File: config.mk
export PLATFORM = sky130hd
export DESIGN_NAME = fanout_en_i2c
export DESIGN_NICKNAME = d
export VERILOG_FILES = /design/src/rtl/fanout_en_pkg.sv /design/src/rtl/fanout_en_sync.sv /design/src/rtl/fanout_en_bank.sv /design/src/rtl/fanout_en_i2c.sv
export SDC_FILE = /design/constraint.sdc
export NUM_CORES = 1
export LEC_CHECK = 0
export ABC_AREA = 1
export BUFFER_PORTS_ARGS = -buffer_cell sky130_fd_sc_hd__buf_2
export CAP_MARGIN = 15
export CORE_MARGIN = 5
export CORE_UTILIZATION = 45
export DETAILED_ROUTE_END_ITERATION = 10
export SLEW_MARGIN = 25
export SYNTH_ARGS = -nofsm -noshare
export SYNTH_HDL_FRONTEND = slang
export SYNTH_HIERARCHICAL = 1
export SYNTH_SLANG_ARGS = --single-unit
File: constraint.sdc
create_clock -name clk -period 6.5 [get_ports clk]
set_input_delay 1.3 -clock clk [delete_from_list [all_inputs] [get_ports clk]]
set_output_delay 1.3 -clock clk [all_outputs]
set_load 0.01 [all_outputs]
File: src/rtl/fanout_en_pkg.sv
package fanout_en_pkg;

    localparam int BYTE_W = 8;

    typedef enum logic [2:0] {
        ST_IDLE,
        ST_RX,
        ST_ACK,
        ST_TX,
        ST_MACK
    } bus_st_e;

endpackage

File: src/rtl/fanout_en_sync.sv
module fanout_en_sync #(
    parameter int STAGES = 2
) (
    input  logic clk,
    input  logic rst_n,
    input  logic scl_i,
    input  logic sda_i,
    output logic scl_o,
    output logic sda_o,
    output logic scl_rise_o,
    output logic scl_fall_o,
    output logic start_o,
    output logic stop_o
);

    logic [STAGES-1:0] scl_q, scl_d;
    logic [STAGES-1:0] sda_q, sda_d;
    logic              scl_prev_q, sda_prev_q;

    always_comb begin
        scl_d = {scl_q[STAGES-2:0], scl_i};
        sda_d = {sda_q[STAGES-2:0], sda_i};
    end

    always_ff @(posedge clk or negedge rst_n) begin
        if (!rst_n) begin
            scl_q      <= '1;
            sda_q      <= '1;
            scl_prev_q <= 1'b1;
            sda_prev_q <= 1'b1;
        end else begin
            scl_q      <= scl_d;
            sda_q      <= sda_d;
            scl_prev_q <= scl_q[STAGES-1];
            sda_prev_q <= sda_q[STAGES-1];
        end
    end

    assign scl_o      = scl_q[STAGES-1];
    assign sda_o      = sda_q[STAGES-1];
    assign scl_rise_o = scl_o & ~scl_prev_q;
    assign scl_fall_o = ~scl_o & scl_prev_q;
    assign start_o    = scl_o & scl_prev_q & sda_prev_q & ~sda_o;
    assign stop_o     = scl_o & scl_prev_q & ~sda_prev_q & sda_o;

endmodule

File: src/rtl/fanout_en_bank.sv
module fanout_en_bank #(
    parameter int NUM_OUT = 18,
    parameter int SEL_W   = 4
) (
    input  logic               clk,
    input  logic               rst_n,
    input  logic               wr_en_i,
    input  logic [SEL_W-1:0]   wr_sel_i,
    input  logic [7:0]         wr_data_i,
    input  logic [SEL_W-1:0]   rd_sel_i,
    output logic [7:0]         rd_data_o,
    output logic [NUM_OUT-1:0] en_o
);

    localparam int NUM_REGS  = (NUM_OUT + 7) / 8;
    localparam int FULL_BITS = 8 * (NUM_REGS - 1);
    localparam int LAST_BITS = NUM_OUT - FULL_BITS;
    localparam int BANK_W    = 8 * NUM_REGS;

    function automatic logic [BANK_W-1:0] live_mask();
        logic [BANK_W-1:0] m;
        for (int r = 0; r < NUM_REGS; r++) begin
            m[r*8 +: 8] = (r < NUM_REGS - 1) ? 8'hFF : ~(8'hFF >> LAST_BITS);
        end
        return m;
    endfunction

    localparam logic [BANK_W-1:0] LIVE  = live_mask();
    localparam logic [7:0]        LAST_M = LIVE[BANK_W-1 -: 8];

    logic [BANK_W-1:0] bank_d, bank_q;
    logic              wr_hit;

    always_comb begin
        bank_d = bank_q;
        wr_hit = wr_en_i && (int'(wr_sel_i) < NUM_REGS);
        if (wr_hit) begin
            bank_d[int'(wr_sel_i)*8 +: 8] = wr_data_i | ~LIVE[int'(wr_sel_i)*8 +: 8];
        end
        if (int'(rd_sel_i) < NUM_REGS) begin
            rd_data_o = bank_q[int'(rd_sel_i)*8 +: 8];
        end else begin
            rd_data_o = 8'hFF;
        end
    end

    always_ff @(posedge clk or negedge rst_n) begin
        if (!rst_n) bank_q <= '1;
        else        bank_q <= bank_d;
    end

    for (genvar i = 0; i < NUM_OUT; i++) begin : g_map
        if (i < FULL_BITS) begin : g_full
            assign en_o[i] = bank_q[i];
        end else begin : g_top
            assign en_o[i] = bank_q[FULL_BITS + 8 - LAST_BITS + (i - FULL_BITS)];
        end
    end

    AST_RESET_ALL_ON: assert property (@(posedge clk) disable iff (!rst_n)
        $rose(rst_n) |-> (&en_o));

    AST_NO_WRITE_HOLDS: assert property (@(posedge clk) disable iff (!rst_n)
        !(wr_en_i && (int'(wr_sel_i) < NUM_REGS)) |=> $stable(en_o));

    AST_RSV_READ_ONES: assert property (@(posedge clk) disable iff (!rst_n)
        (int'(rd_sel_i) == NUM_REGS - 1) |-> ((rd_data_o & ~LAST_M) == ~LAST_M));

endmodule

File: src/rtl/fanout_en_i2c.sv
module fanout_en_i2c
    import fanout_en_pkg::*;
#(
    parameter int         NUM_OUT     = 18,
    parameter int         SYNC_STAGES = 2,
    parameter logic [6:0] SLV_ADDR    = 7'h69,
    parameter logic [7:0] BLOCK_LEN   = 8'h09
) (
    input  logic               clk,
    input  logic               rst_n,
    input  logic               scl_i,
    input  logic               sda_i,
    output logic               sda_oe_o,
    output logic [NUM_OUT-1:0] clk_en_o
);

    localparam int NUM_REGS = (NUM_OUT + 7) / 8;
    localparam int IDX_W    = $clog2(NUM_REGS + 3) + 1;

    typedef struct packed {
        bus_st_e           st;
        logic [2:0]        bitcnt;
        logic [BYTE_W-1:0] shreg;
        logic [IDX_W-1:0]  idx;
        logic              is_addr;
        logic              rd;
        logic              full;
        logic              oe;
    } slv_t;

    slv_t slv_d, slv_q;

    logic             scl_s, sda_s, scl_rise, scl_fall, start_det, stop_det;
    logic             wr_en;
    logic [IDX_W-1:0] wr_sel, rd_sel;
    logic [7:0]       rd_data, tx_byte;

    fanout_en_sync #(.STAGES(SYNC_STAGES)) u_sync (
        .clk        (clk),
        .rst_n      (rst_n),
        .scl_i      (scl_i),
        .sda_i      (sda_i),
        .scl_o      (scl_s),
        .sda_o      (sda_s),
        .scl_rise_o (scl_rise),
        .scl_fall_o (scl_fall),
        .start_o    (start_det),
        .stop_o     (stop_det)
    );

    fanout_en_bank #(.NUM_OUT(NUM_OUT), .SEL_W(IDX_W)) u_bank (
        .clk       (clk),
        .rst_n     (rst_n),
        .wr_en_i   (wr_en),
        .wr_sel_i  (wr_sel),
        .wr_data_i (slv_q.shreg),
        .rd_sel_i  (rd_sel),
        .rd_data_o (rd_data),
        .en_o      (clk_en_o)
    );

    assign wr_sel  = slv_q.idx - IDX_W'(2);
    assign rd_sel  = slv_q.idx - IDX_W'(1);
    assign tx_byte = (slv_q.idx == '0) ? BLOCK_LEN : rd_data;

    always_comb begin
        slv_d = slv_q;
        wr_en = 1'b0;
        if (stop_det) begin
            slv_d.st = ST_IDLE;
            slv_d.oe = 1'b0;
        end else if (start_det) begin
            slv_d.st      = ST_RX;
            slv_d.bitcnt  = '0;
            slv_d.idx     = '0;
            slv_d.is_addr = 1'b1;
            slv_d.full    = 1'b0;
            slv_d.oe      = 1'b0;
        end else begin
            case (slv_q.st)
                ST_RX: begin
                    if (scl_rise && !slv_q.full) begin
                        slv_d.shreg  = {slv_q.shreg[6:0], sda_s};
                        slv_d.bitcnt = slv_q.bitcnt + 3'd1;
                        slv_d.full   = (slv_q.bitcnt == 3'd7);
                    end else if (scl_fall && slv_q.full) begin
                        slv_d.full = 1'b0;
                        if (slv_q.is_addr) begin
                            if (slv_q.shreg[7:1] == SLV_ADDR) begin
                                slv_d.rd      = slv_q.shreg[0];
                                slv_d.is_addr = 1'b0;
                                slv_d.oe      = 1'b1;
                                slv_d.st      = ST_ACK;
                            end else begin
                                slv_d.st = ST_IDLE;
                            end
                        end else begin
                            wr_en    = (slv_q.idx >= IDX_W'(2));
                            slv_d.oe = 1'b1;
                            slv_d.st = ST_ACK;
                            if (slv_q.idx != '1) slv_d.idx = slv_q.idx + IDX_W'(1);
                        end
                    end
                end
                ST_ACK: begin
                    if (scl_fall) begin
                        slv_d.bitcnt = '0;
                        if (slv_q.rd) begin
                            slv_d.shreg = tx_byte;
                            slv_d.oe    = ~tx_byte[7];
                            slv_d.st    = ST_TX;
                            if (slv_q.idx != '1) slv_d.idx = slv_q.idx + IDX_W'(1);
                        end else begin
                            slv_d.oe = 1'b0;
                            slv_d.st = ST_RX;
                        end
                    end
                end
                ST_TX: begin
                    if (scl_fall) begin
                        if (slv_q.bitcnt == 3'd7) begin
                            slv_d.oe   = 1'b0;
                            slv_d.full = 1'b0;
                            slv_d.st   = ST_MACK;
                        end else begin
                            slv_d.shreg  = {slv_q.shreg[6:0], 1'b0};
                            slv_d.oe     = ~slv_q.shreg[6];
                            slv_d.bitcnt = slv_q.bitcnt + 3'd1;
                        end
                    end
                end
                ST_MACK: begin
                    if (scl_rise) begin
                        if (sda_s) slv_d.st   = ST_IDLE;
                        else       slv_d.full = 1'b1;
                    end else if (scl_fall && slv_q.full) begin
                        slv_d.full   = 1'b0;
                        slv_d.bitcnt = '0;
                        slv_d.shreg  = tx_byte;
                        slv_d.oe     = ~tx_byte[7];
                        slv_d.st     = ST_TX;
                        if (slv_q.idx != '1) slv_d.idx = slv_q.idx + IDX_W'(1);
                    end
                end
                default: slv_d.oe = 1'b0;
            endcase
        end
    end

    always_ff @(posedge clk or negedge rst_n) begin
        if (!rst_n) begin
            slv_q    <= '0;
            slv_q.st <= ST_IDLE;
        end else begin
            slv_q <= slv_d;
        end
    end

    assign sda_oe_o = slv_q.oe;

    AST_IDLE_QUIET: assert property (@(posedge clk) disable iff (!rst_n)
        (slv_q.st == ST_IDLE) |-> !sda_oe_o);

    AST_OE_MOVES_ON_FALL: assert property (@(posedge clk) disable iff (!rst_n)
        !$stable(sda_oe_o) |-> $past(scl_fall || start_det || stop_det));

    AST_NACK_RELEASES: assert property (@(posedge clk) disable iff (!rst_n)
        (slv_q.st == ST_MACK && scl_rise && sda_s && !start_det && !stop_det)
        |=> (!sda_oe_o && slv_q.st == ST_IDLE));

    AST_NO_SCL_HIGH_DRIVE_CHANGE: assert property (@(posedge clk) disable iff (!rst_n)
        (scl_s && $past(scl_s) && !stop_det && !start_det) |=> $stable(sda_oe_o) || $past(scl_fall));

endmodule

---- Word-level counts from Yosys, hierarchy flattened ----
Cells that the tools add are included.
storage, ports and cells
  logic and storage cells ................. 155
  memories kept ........................... 0
  bits in latches ......................... 0
  flip-flop bits (word level) ............. 52
  memory bits (read-only) ................. 0
  RAM bits ................................ 0
  input port bits ......................... 4
cells by class
  bitwise logic cells ..................... 18
  add/sub/neg operators ................... 5
  $lt $le $gt $ge ......................... 3
  reduce and logical (&&, ||, !) cells .... 20
  equality and inequality tests ........... 37
  multipliers ............................. 0
  div/mod/pow operators ................... 0
  shift-type cells ........................ 4
  muxes and demuxes ....................... 55
operators by type and width
  operator                                                    count
  2-to-1 mux 18 bit                                           4
  case mux 14 bit (4 select lines)                            1
  inequality test 4 bit, second input constant                11
  negation 7 -> 33 bit                                        1
  variable shift 8 x 33 -> 24 bit, first input constant       1
  variable part select 8 x 33 -> 24 bit                       1
  inequality test 3 bit, second input constant                10
  bitwise mux 24 bit                                          1
  2-to-1 mux 8 bit                                            3
  variable part select 24 x 8 -> 8 bit                        1
  variable part select 24 x 8 -> 8 bit, first input constant  1
  2-to-1 mux 11 bit                                           2
  2-to-1 mux 3 bit                                            7
  AND reduction 7 bit                                         3
  2-to-1 mux 1 bit                                            18
  2-to-1 mux 2 bit                                            8
  AND reduction 8 bit                                         2
  2-to-1 mux 15 bit                                           1
  2-to-1 mux 14 bit                                           1
  inequality test 2 bit, second input constant                7
  2-to-1 mux 12 bit                                           1
  2-to-1 mux 6 bit                                            2
  case mux 4 bit (3 select lines)                             1
  nonzero test 4 bit                                          3
  other kinds (29)                                            51

---- Depth between registers and ports, before layout ----
Gate-level depths: netlist (run 1).
  word-level depth ........................ 11
  mapped depth ............................ 16
  gate-level depth less buffers ........... 15

---- Modules after synthesis ----
The synthesis (run 1) kept the hierarchy.
modules (own cells, without submodules)
  module          area an instance (µm²)  cells each  instances
  fanout_en_i2c   1989.4                  322         1
  fanout_en_bank  1625.3                  211         1
  fanout_en_sync  198.9                   17          1

---- Least setup slack after synthesis (run 1) ----
OpenSTA, ideal clock, no wires.
  path type ............................... register to register
  start point ............................. register slv_q[6] (netlist bit)
  end point ............................... register u_bank.bank_q[6]
  stages on the path, launching flop included .. 15
  library setup time ...................... 0.079 ns
  data arrival time ....................... 2.202 ns
  path slack .............................. 4.219 ns
  required time ........................... 6.421 ns
  path through ............................ dfrtp_1 > clkbuf_1 > inv_1 > ha_1 > inv_1 > inv_1 > nand2_1 > ha_1 > buf_2 > nor2_1 > nand4_1 > nor2_4 > nand2_4 > nand2_1 > o21ai_2
between the ends
  elaborated cells on any way between the ends .. 17
  those cells by class .................... 2 x add/sub; 2 x order compare; 3 x shift; 7 x mux; 2 x bitwise; 1 x reduce/logical
RTL lines
  what                                   line                  RTL
  start: declaration                     fanout_en_i2c.sv:31   slv_t slv_d, slv_q;
  start signal: assignment               fanout_en_i2c.sv:155  slv_q <= slv_d;
  subtractor 4 x 2 -> 4 bit (*)          fanout_en_i2c.sv:62   assign wr_sel = slv_q.idx - IDX_W'(2);
  via wr_sel[2]                          fanout_en_i2c.sv:35   logic [IDX_W-1:0] wr_sel, rd_sel;
  variable part select 24 x 8 -> 8 bit   fanout_en_bank.sv:38  bank_d[int'(wr_sel_i)*8 +: 8] = wr_data_i | ~LIVE[int'(wr_sel_i)*8 +: 8];
  inverter 8 bit                         fanout_en_bank.sv:38
  OR 8 bit                               fanout_en_bank.sv:38
  variable part select 8 x 33 -> 24 bit  fanout_en_bank.sv:38
  bitwise mux 24 bit                     fanout_en_bank.sv:38
  end signal: assignment                 fanout_en_bank.sv:49  else bank_q <= bank_d;
  end: declaration                       fanout_en_bank.sv:31  logic [BANK_W-1:0] bank_d, bank_q;
Mark *: on every way through the listed nets, which the timed path passes. The rest lies on a longest branch.
A chain may end at the register's enable or synchronous reset.

---- Final worst setup path (run 1) ----
  start point ............................. register slv_q[4] (netlist bit)
  end point ............................... register slv_q[13] (netlist bit)
between the ends
  longest elaborated chain between the ends .. 9
  elaborated cells on any way between the ends .. 13
  those cells by class .................... 1 x add/sub; 1 x order compare; 1 x shift; 9 x mux; 1 x reduce/logical
ends and longest elaborated chain
  what                                                                                         line                                        RTL
  subtractor 4 x 1 -> 4 bit (*)                                                                fanout_en_i2c.sv:63                         assign rd_sel = slv_q.idx - IDX_W'(1);
  via rd_sel[0]                                                                                fanout_en_i2c.sv:35
  variable part select 24 x 8 -> 8 bit or less-than comparator 4 x 2 -> 1 bit (tied branches)  fanout_en_bank.sv:41, fanout_en_bank.sv:40
  2-to-1 mux 8 bit (*)                                                                         fanout_en_bank.sv:40                        if (int'(rd_sel_i) < NUM_REGS) begin
  via rd_data[5]                                                                               fanout_en_i2c.sv:36                         logic [7:0] rd_data, tx_byte;
  2-to-1 mux 8 bit (*)                                                                         fanout_en_i2c.sv:64                         assign tx_byte = (slv_q.idx == '0) ? BLOCK_LEN : rd_data;
  2-to-1 mux 18 bit                                                                            fanout_en_i2c.sv:136                        end else if (scl_fall && slv_q.full) begin
  2-to-1 mux 18 bit                                                                            fanout_en_i2c.sv:72                         end else if (start_det) begin
  2-to-1 mux 18 bit                                                                            fanout_en_i2c.sv:69                         if (stop_det) begin
  2-to-1 mux 15 bit                                                                            fanout_en_i2c.sv:133                        if (scl_rise) begin
  case mux 14 bit (4 select lines) (*)                                                         fanout_en_i2c.sv:80                         case (slv_q.st)
Mark *: on every way through the listed nets, which the timed path passes. The rest lies on a longest branch. The select of a mux whose other input is x is not followed.

==> impl_metrics.tcl, run 1 <==
set metrics [dict create \
    outcome "complete, no violations" \
    crit_slowest_cell "dfrtp_1" \
    first_global_vias 3184 \
    die_y_um 102.1 \
    setup_viol 0 \
    synth_fp_nets 565 \
    crit_top_cell "inv_1" \
    area_delta_synth_final_pct 4.298 \
    p_leak_nw 2.171 \
    crit_fanout 13 \
    critPathBufInv 3 \
    clock_sinks 52 \
    row_count 33 \
    synth_common_cells "nand2_1 (181), nor2_1 (58), inv_1 (57)" \
    tns_ns 0 \
    cts_tree "built" \
    synthCells 550 \
    critPathMaxStageDelay_ns 0.59 \
    drc 0 \
    cts_root_buffer "clkbuf_8" \
    synth.most_common_cell "nand2_1" \
    final_util_pct 48.17 \
    ys_ff_latch 52 \
    seq_area_mm2 0.001339 \
    yosysSeqAreaShare_pct 35.10 \
    slew_headroom_pct 55.35 \
    layout.nets 567 \
    clk_path_buf_depth 2 \
    cp.arrival_ns 2.94 \
    criticalPathCategory "reg -> reg" \
    grt_max_degree 53 \
    place_area_mm2 0.003862 \
    dp_hpwl_um 7253 \
    hold_buffers 0 \
    min_period_ns 2.683 \
    cts.reportedPaths.clkPinSlew_ns 0.10 \
    antenna_left 0 \
    clk-insertion-delay-late_ns 0.31 \
    core_mm2 0.008258 \
    grt_first_pass_wirelength_um 15950 \
    yosys.cell_types.count 31 \
    cts_setup_buffers 0 \
    syn_area_per_cell_um2 6.934 \
    skew_ns 0.01060 \
    htreeDepth 2 \
    worstSetupStartpointType "flip-flop" \
    tightestPinTransition_ns 0.6698 \
    cp_top_family "simple AND/OR/NAND/NOR gates" \
    drive_above_1_share_pct 19.17 \
    grt_overflow 0 \
    gp_congestion 0.9908 \
    layout_setup_ws_ns 3.817 \
    port_buffers 22 \
    antenna_found_initial 0 \
    drv_cap 0 \
    power_density_mw_per_mm2 357.2 \
    drt_iter0_markers 280 \
    post_cts_resized 0 \
    multiInputGateArea_mm2 0.002017 \
    timing.final.crit_share_pct 41.27 \
    drt_first_pass_iters 5 \
    cts_buffers 5 \
    die_area_mm2 0.01042 \
    synth_top_area_share_pct 20.67 \
    cp_cell_sequence "inv_1 > ha_1 > inv_1 > inv_1 > nor2_1 > a21oi_1 > o21ai_0 > nand3_1 > nand2_1 > nand4_1 > nand2_1" \
    ys_top_cells_by_area "dfstp_2 (21%), nand2_1 (18%), dfrtp_1 (14%)" \
    syn_area_mm2 0.003814 \
    die_x_um 102.1 \
    start_util_pct 46.18 \
    routed_via_density 5.176 \
    synth_edf_count 0 \
    n_fill_cell 866 \
    timing.fmax_mhz 372.7 \
    finalHoldViolCount 0 \
    track_usage_pct 19.23 \
    antenna-diode-count 0 \
    worstSetupEndpointType "flip-flop" \
    critical_path_required_ns 6.75 \
    routedWlPerCell_um 14.38 \
    yosysTopAreaCell "dfstp_2" \
    vias 3406 \
    boundaryPins 23 \
    holdWs_ns 0.3629 \
    ys.flop_type "dfstp_2" \
    slew_violations 0 \
    hold_class "reg -> reg" \
    max-vdd-ir-drop_v 0.0001453 \
    fin_area_mm2 0.003978 \
    place_ws_ns 3.889 \
    grt_setup_unrepaired "false" \
    routed_wl_um 9462 \
    async_flop_share_pct 100.0 \
    synth_warnings 6 \
]
metrics by stage:
step	total power, mW	cells
final	1.421	658
after global routing	1.550	658
after CTS	1.420	658
after detailed placement	1.183	650
after global placement	1.182	650
after floorplan	1.016	550
cell families (layout without fill, tap and decap cells):
kind of cell	Yosys count	in the layout	share of synthesized area [%]
AOI/OAI and AO/OA	47	47	6.792
xor gates and xnor gates	3	3	0.6891
DFF	52	52	35.11
adders and majority gates	11	11	3.609
buffers and inverters	96	99	12.01
and+or+nand+nor	341	341	41.80
power breakdown:
part | switching, mW | internal (mW)
Combinational | 0.529 | 0.223
Sequential | 0.0611 | 0.375
Clock | 0.116 | 0.116
Total | 0.706 | 0.714
state kept, by name (all words and copies together) (netlist names):
signal	flops
u_sync/sda_q	2
sda_oe_o	1
u_sync/scl_q	2
u_sync/sda_prev_q	1
slv_q	21
u_bank/bank_q	24
u_sync/scl_prev_q	1
final cells by class:
type / instances / share of cell area [%]
Timing Repair Buffer: 23 / 2.957
Inverter: 68 / 6.480
Sequential cell: 52 / 33.66
Clock inverter: 3 / 1.164
Tap cell: 105 / 3.303
Clock buffer: 5 / 1.730
Multi-Input combinational cell: 402 / 50.71
cells in the final DEF (no fill, tap or decap), types with 3 or more instances in the layout:
cell type / Yosys / routed
a21oi_1: 15 / 15
buf_2: 4 / 22
clkbuf_8: 0 / 5
dfrtp_1: 22 / 22
dfstp_2: 30 / 30
ha_1: 11 / 11
inv_1: 57 / 57
inv_2: 10 / 10
nand2_1: 181 / 181
nand2_2: 4 / 4
nand2_4: 4 / 4
nand3_1: 49 / 49
nand3_2: 7 / 7
nand3b_1: 6 / 6
nand4_1: 16 / 16
nor2_1: 58 / 58
nor2_2: 5 / 5
nor2_4: 6 / 6
o21ai_0: 21 / 21
o21ai_1: 6 / 6
o21ai_2: 3 / 3
xor2_1: 3 / 3
worst reg2reg max path, stage by stage (launching register included):
cell	delay, ns
dfrtp_1	0.59
inv_1	0.32
ha_1	0.38
inv_1	0.08
inv_1	0.15
nor2_1	0.38
a21oi_1	0.19
o21ai_0	0.17
nand3_1	0.13
nand2_1	0.08
nand4_1	0.08
nand2_1	0.08
layer usage:
layer / part of all wire, % / global-route usage [%] / vias to the layer above
li1: - / - / 1730
met1: 50 / 28.83 / 1559
met2: 42 / 28.34 / 102
met3: 6.1 / 3.823 / 15
met4: 1.9 / 4.844 / 0
met5: 0 / 0 / -
path summary, 6_finish.rpt:
kind	startpoint	to	slack [ns]	depth (start not counted)
max in group asynchronous	rst_n	slv_q[1]	4.96	2
min reg2reg	u_sync/scl_q[0]	u_sync/scl_q[1]	0.36	0
min in group asynchronous	rst_n	slv_q[18]	1.09	2
max	slv_q[4]	slv_q[13]	3.82	11
max reg2reg	slv_q[4]	slv_q[13]	3.82	11
min	u_sync/scl_q[0]	u_sync/scl_q[1]	0.36	0
(Power assumes the default switching activity.)
==> run 2: changes to the inputs <==
==> constraint.sdc (replaced) <==
create_clock -name clk -period 2.7 [get_ports clk]
set_input_delay 0.54 -clock clk [delete_from_list [all_inputs] [get_ports clk]]
set_output_delay 0.54 -clock clk [all_outputs]
set_load 0.01 [all_outputs]
==> impl_metrics.tcl, run 2 (synthesis results as in run 1) <==
set metrics [dict create \
    row_count 33 \
    min_period_ns 2.467 \
    skew_ns 0.008798 \
    cts.reportedPaths.clkPinSlew_ns 0.10 \
    grt_overflow 0 \
    cts_tree "built" \
    drc 0 \
    criticalPathCategory "reg -> reg" \
    power_density_mw_per_mm2 824.0 \
    clock_sinks 52 \
    worstSetupStartpointType "flip-flop" \
    antenna_left 0 \
    drive_above_1_share_pct 20.28 \
    antenna_found_initial 0 \
    cts_root_buffer "clkbuf_8" \
    drt_first_pass_iters 5 \
    timing.fmax_mhz 405.4 \
    outcome "complete, no violations" \
    layout_commonest_cell "nand2_1" \
    hold_buffers 0 \
    setup_viol 0 \
    reg.largest.list "u_bank/bank_q (24), slv_q (21)" \
    dp_hpwl_um 7406 \
    p_leak_nw 2.209 \
    htreeDepth 2 \
    grt_first_pass_wirelength_um 15810 \
    top_register "u_bank/bank_q" \
    layout.nets 576 \
    gp_congestion 0.9509 \
    cts_buffers 5 \
    hold_class "in -> async" \
    finalHoldViolCount 0 \
    first_global_vias 3295 \
    drt_iter0_markers 336 \
    slew_violations 0 \
    vias 3431 \
    die_y_um 102.1 \
    track_usage_pct 19.08 \
    clk-insertion-delay-late_ns 0.31 \
    grt_setup_unrepaired "false" \
    boundaryPins 23 \
    antenna-diode-count 0 \
    die_area_mm2 0.01042 \
    fin_area_mm2 0.004023 \
    slew_headroom_pct 63.15 \
    clk_path_buf_depth 2 \
    routed_via_density 5.144 \
    die_x_um 102.1 \
    start_util_pct 46.18 \
    cp.arrival_ns 2.72 \
    tightestPinTransition_ns 0.5507 \
    largest_register_ffs 24 \
    worstSetupEndpointType "flip-flop" \
    area_delta_synth_final_pct 5.479 \
    max-vdd-ir-drop_v 0.0003856 \
    critical_path_required_ns 2.95 \
    timing.final.crit_share_pct 91.36 \
    grt_max_degree 27 \
    tns_ns 0 \
    core_mm2 0.008258 \
    place_area_mm2 0.003930 \
    most-common-layout-cells "nand2_1 (181), nor2_1 (58), inv_1 (57), nand3_1 (49), dfstp_2 (30)" \
    crit_fanout 10 \
    port_buffers 22 \
    routedWlPerCell_um 13.96 \
    post_cts_resized 0 \
    cts_setup_buffers 0 \
    routed_wl_um 9314 \
    drv_cap 0 \
]
run 2: final cells by class:
class	count	area (um2)
Timing Repair Buffer	32	185.2
Clock inverter	1	6.256
Multi-Input combinational cell	402	2017
Inverter	68	257.7
Clock buffer	7	86.33
Sequential cell	52	1339
Fill cell	866	4235
Tap cell	105	131.4
run 2: per-layer routing:
metal	track usage, %	part of all wire [%]	vias to the layer above
li1	-	-	1743
met1	28.04	48	1568
met2	28.14	44	102
met3	4.027	6.5	18
met4	5.752	1.5	0
met5	0	0	-
run 2: stage by stage:
stage / hold WS (ns) / power [mW] / instances / util, % / setup slack (ns)
after CTS: 0.1476 / 3.333 / 667 / 48.71 / 0.2404
final: 0.1406 / 3.315 / 667 / 48.71 / 0.2334
after floorplan: 0.2444 / 2.446 / 550 / - / 0.4191
after detailed placement: 0.3503 / 2.845 / 659 / 47.59 / 0.2427
after global routing: 0.1500 / 3.654 / 667 / 48.71 / 0.04987
after global placement: 0.3453 / 2.821 / 659 / 47.59 / 0.3637
run 2: critical path, stage by stage (launching register included):
cell and delay, ns:
dfrtp_1 0.45, inv_1 0.17, ha_1 0.31, inv_1 0.06, inv_1 0.09, nand2_1 0.06
ha_1 0.51, nand2_1 0.23, inv_1 0.18, nand3_2 0.19, nand2_1 0.10, nand2_1 0.06
run 2: report_power, final:
part / switching [mW] / total [mW] / internal [mW]
registers: 0.130 / 1.03 / 0.903
clock network: 0.262 / 0.472 / 0.210
logic: 1.26 / 1.81 / 0.553
run 2: final timing paths:
kind                                     end  cells after the start             from  slack, ns
hold / removal                      slv_q[6]                      1            rst_n       0.14
max in group asynchronous   u_bank/bank_q[0]                      2            rst_n       1.85
setup / recovery           u_bank/bank_q[22]                     11         slv_q[5]       0.23
setup reg to reg           u_bank/bank_q[22]                     11         slv_q[5]       0.23
min in group clk             u_sync/sda_q[0]                      1            sda_i       0.32
hold reg to reg              u_sync/scl_q[1]                      0  u_sync/scl_q[0]       0.36
==> run 3: changes to the inputs <==
--- a/config.mk
+++ b/config.mk
@@ -14,5 +14,4 @@
 export SLEW_MARGIN = 25
 export SYNTH_ARGS = -nofsm -noshare
 export SYNTH_HDL_FRONTEND = slang
-export SYNTH_HIERARCHICAL = 1
 export SYNTH_SLANG_ARGS = --single-unit
==> constraint.sdc (replaced) <==
create_clock -name clk -period 2.7 [get_ports clk]
set_input_delay 0.135 -clock clk [delete_from_list [all_inputs] [get_ports clk]]
set_output_delay 0.135 -clock clk [all_outputs]
set_load 0.01 [all_outputs]
==> impl_metrics.tcl, run 3 <==
set metrics [dict create \
    outcome "complete, no violations" \
    grt_overflow 0 \
    async_flop_share_pct 100.0 \
    final_util_pct 50.13 \
    clk_path_buf_depth 2 \
    syn_area_per_cell_um2 6.741 \
    clock_sinks 52 \
    drt_first_pass_iters 4 \
    yosysSeqAreaShare_pct 37.19 \
    reg.largest.list "u_bank.bank_q (24), slv_q (21)" \
    synth_common_cells "nand2_1 (189), nor2_1 (79), inv_1 (58)" \
    reg2reg_depth 12 \
    r2r-end "u_bank.bank_q[3]" \
    synth_top_area_share_pct 21.90 \
    antenna_found_initial 0 \
    drc 0 \
    start_util_pct 46.34 \
    finalHoldViolCount 0 \
    crit_start "slv_q[6]" \
    criticalPathCategory "reg -> reg" \
    tns_ns 0 \
    die_x_um 99.44 \
    ys_top_cells_by_area "dfstp_2 (22%), nand2_1 (20%), dfrtp_1 (15%)" \
    reg2reg_slack_ns 0.27 \
    clk-insertion-delay-late_ns 0.31 \
    die_area_mm2 0.009888 \
    setup_viol 0 \
    routed_wl_um 8815 \
    area_delta_synth_final_pct 8.168 \
    synth_warnings 0 \
    cts_root_buffer "clkbuf_8" \
    yosysTopAreaCell "dfstp_2" \
    vias 3273 \
    core_mm2 0.007767 \
    drt_iter0_markers 149 \
    crit_fanout 9 \
    cts.reportedPaths.clkPinSlew_ns 0.10 \
    grt_max_degree 42 \
    track_usage_pct 19.19 \
    max-vdd-ir-drop_v 0.0005085 \
    die_y_um 99.44 \
    power_density_mw_per_mm2 859.5 \
    grt_setup_unrepaired "false" \
    boundaryPins 23 \
    syn_area_mm2 0.003600 \
    largest_register_ffs 24 \
    antenna-diode-count 0 \
    skew_ns 0.01319 \
    hold_class "in -> async" \
    drv_cap 0 \
    ys_ff_latch 52 \
    ys.flop_type "dfstp_2" \
    row_count 32 \
    port_buffers 22 \
    critical_path_required_ns 2.96 \
    synth.most_common_cell "nand2_1" \
    synth_fp_nets 550 \
    r2r-start "slv_q[6]" \
    worstSetupStartpointType "flip-flop" \
    dp_hpwl_um 6791 \
    tightestPinTransition_ns 0.5539 \
    gp_congestion 0.8543 \
    top_register "u_bank.bank_q" \
    slew_violations 0 \
    slew_headroom_pct 62.99 \
    yosys.cell_types.count 29 \
    routed_via_density 5.020 \
    grt_first_pass_wirelength_um 15550 \
    cts_buffers 5 \
    holdWs_ns 0.3400 \
    min_period_ns 2.427 \
    first_global_vias 3244 \
    synth_edf_count 0 \
    cts_setup_buffers 0 \
    drive_above_1_share_pct 17.82 \
    most-common-layout-cells "nand2_1 (189), nor2_1 (79), inv_1 (58), o21ai_0 (34), dfstp_2 (30)" \
    p_leak_nw 2.053 \
    routedWlPerCell_um 13.52 \
    cp.arrival_ns 2.68 \
    worstSetupEndpointType "flip-flop" \
    timing.fmax_mhz 412.1 \
    cts_tree "built" \
    htreeDepth 2 \
    synthCells 534 \
    layout.nets 565 \
    layout_commonest_cell "nand2_1" \
    antenna_left 0 \
    timing.final.crit_share_pct 89.88 \
]
-- run 3: changes by cell type in the layout (fill, tap and decap cells not counted), moves of 4 or more --
cell     before  now
nor2_4        6    2
inv_2        10    5
o21ai_1       6    1
nand2_1     181  189
nand4_1      16    7
nand3_1      49   28
nor2_1       58   79
nand2_4       4    0
a31oi_1       1    7
o21ai_0      21   34
a21oi_1      15    5
-- run 3: metrics by stage --
stage	total power, mW	instances	cell area, um2	worst slack [ns]
after floorplan	2.257	534	3600	0.2933
after global placement	2.666	641	3721	0.3445
after detailed placement	2.680	641	3721	0.2538
after CTS	3.352	652	3889	0.2467
after global routing	3.691	652	3894	0.003684
final	3.347	652	3894	0.2732
-- run 3: how the worst max path moves through the flow --
stage / to / depth (start not counted)
floorplan: u_bank.bank_q[13] / 12
global placement: u_bank.bank_q[3] / 12
detailed placement: u_bank.bank_q[3] / 12
CTS: u_bank.bank_q[0] / 12
global route: u_bank.bank_q[5] / 12
finish: u_bank.bank_q[3] / 12
-- run 3: area by class of cell --
class                   count  area (um2)
fillers                   806        3874
multi-input cells         394        1849
clock inverters             3       68.82
repair buffers             32       195.2
clock buffers               5       68.82
flip-flops and latches     52        1341
well taps                 102       127.6
inverters                  64       242.7
-- run 3: critical path, cell delays in order (launching register included) --
cell and delay, ns:
dfrtp_2 0.43, inv_1 0.10, ha_1 0.24, xnor2_2 0.22, inv_1 0.07, ha_1 0.35
inv_1 0.11, nand3_1 0.07, nor2_1 0.16, nand3_2 0.21, nor2_4 0.26, nand2_1 0.08
nand2_1 0.07
-- run 3: cells by family after synthesis --
logic type | share of synthesized area, %
xor gates and xnor gates | 0.4520
adders and majority gates | 4.171
and+or+nand+nor | 38.06
DFF | 37.19
AOI/OAI and AO/OA | 8.689
buffers and inverters | 11.44
-- run 3: routing by layer --
layer	wire length (um)	vias to the layer above	GRT usage, %
met3	349	11	2.384
met2	3878	57	29.91
li1	-	1686	-
met1	4456	1519	28.28
met4	131	0	4.727
met5	0	-	0
-- run 3: repair_timing --
action | CTS | global route
endpoints found under the setup margin | 0 | 10
hold endpoints to repair | 7 | 0
hold buffers | 3 | 0
resized for setup | 0 | 2
-- run 3: report_power, final --
group | total (mW) | internal, mW | switching, mW
Combinational | 1.69 | 0.518 | 1.17
Clock | 0.650 | 0.373 | 0.276
Sequential | 1.01 | 0.908 | 0.101
Total | 3.35 | 1.80 | 1.55
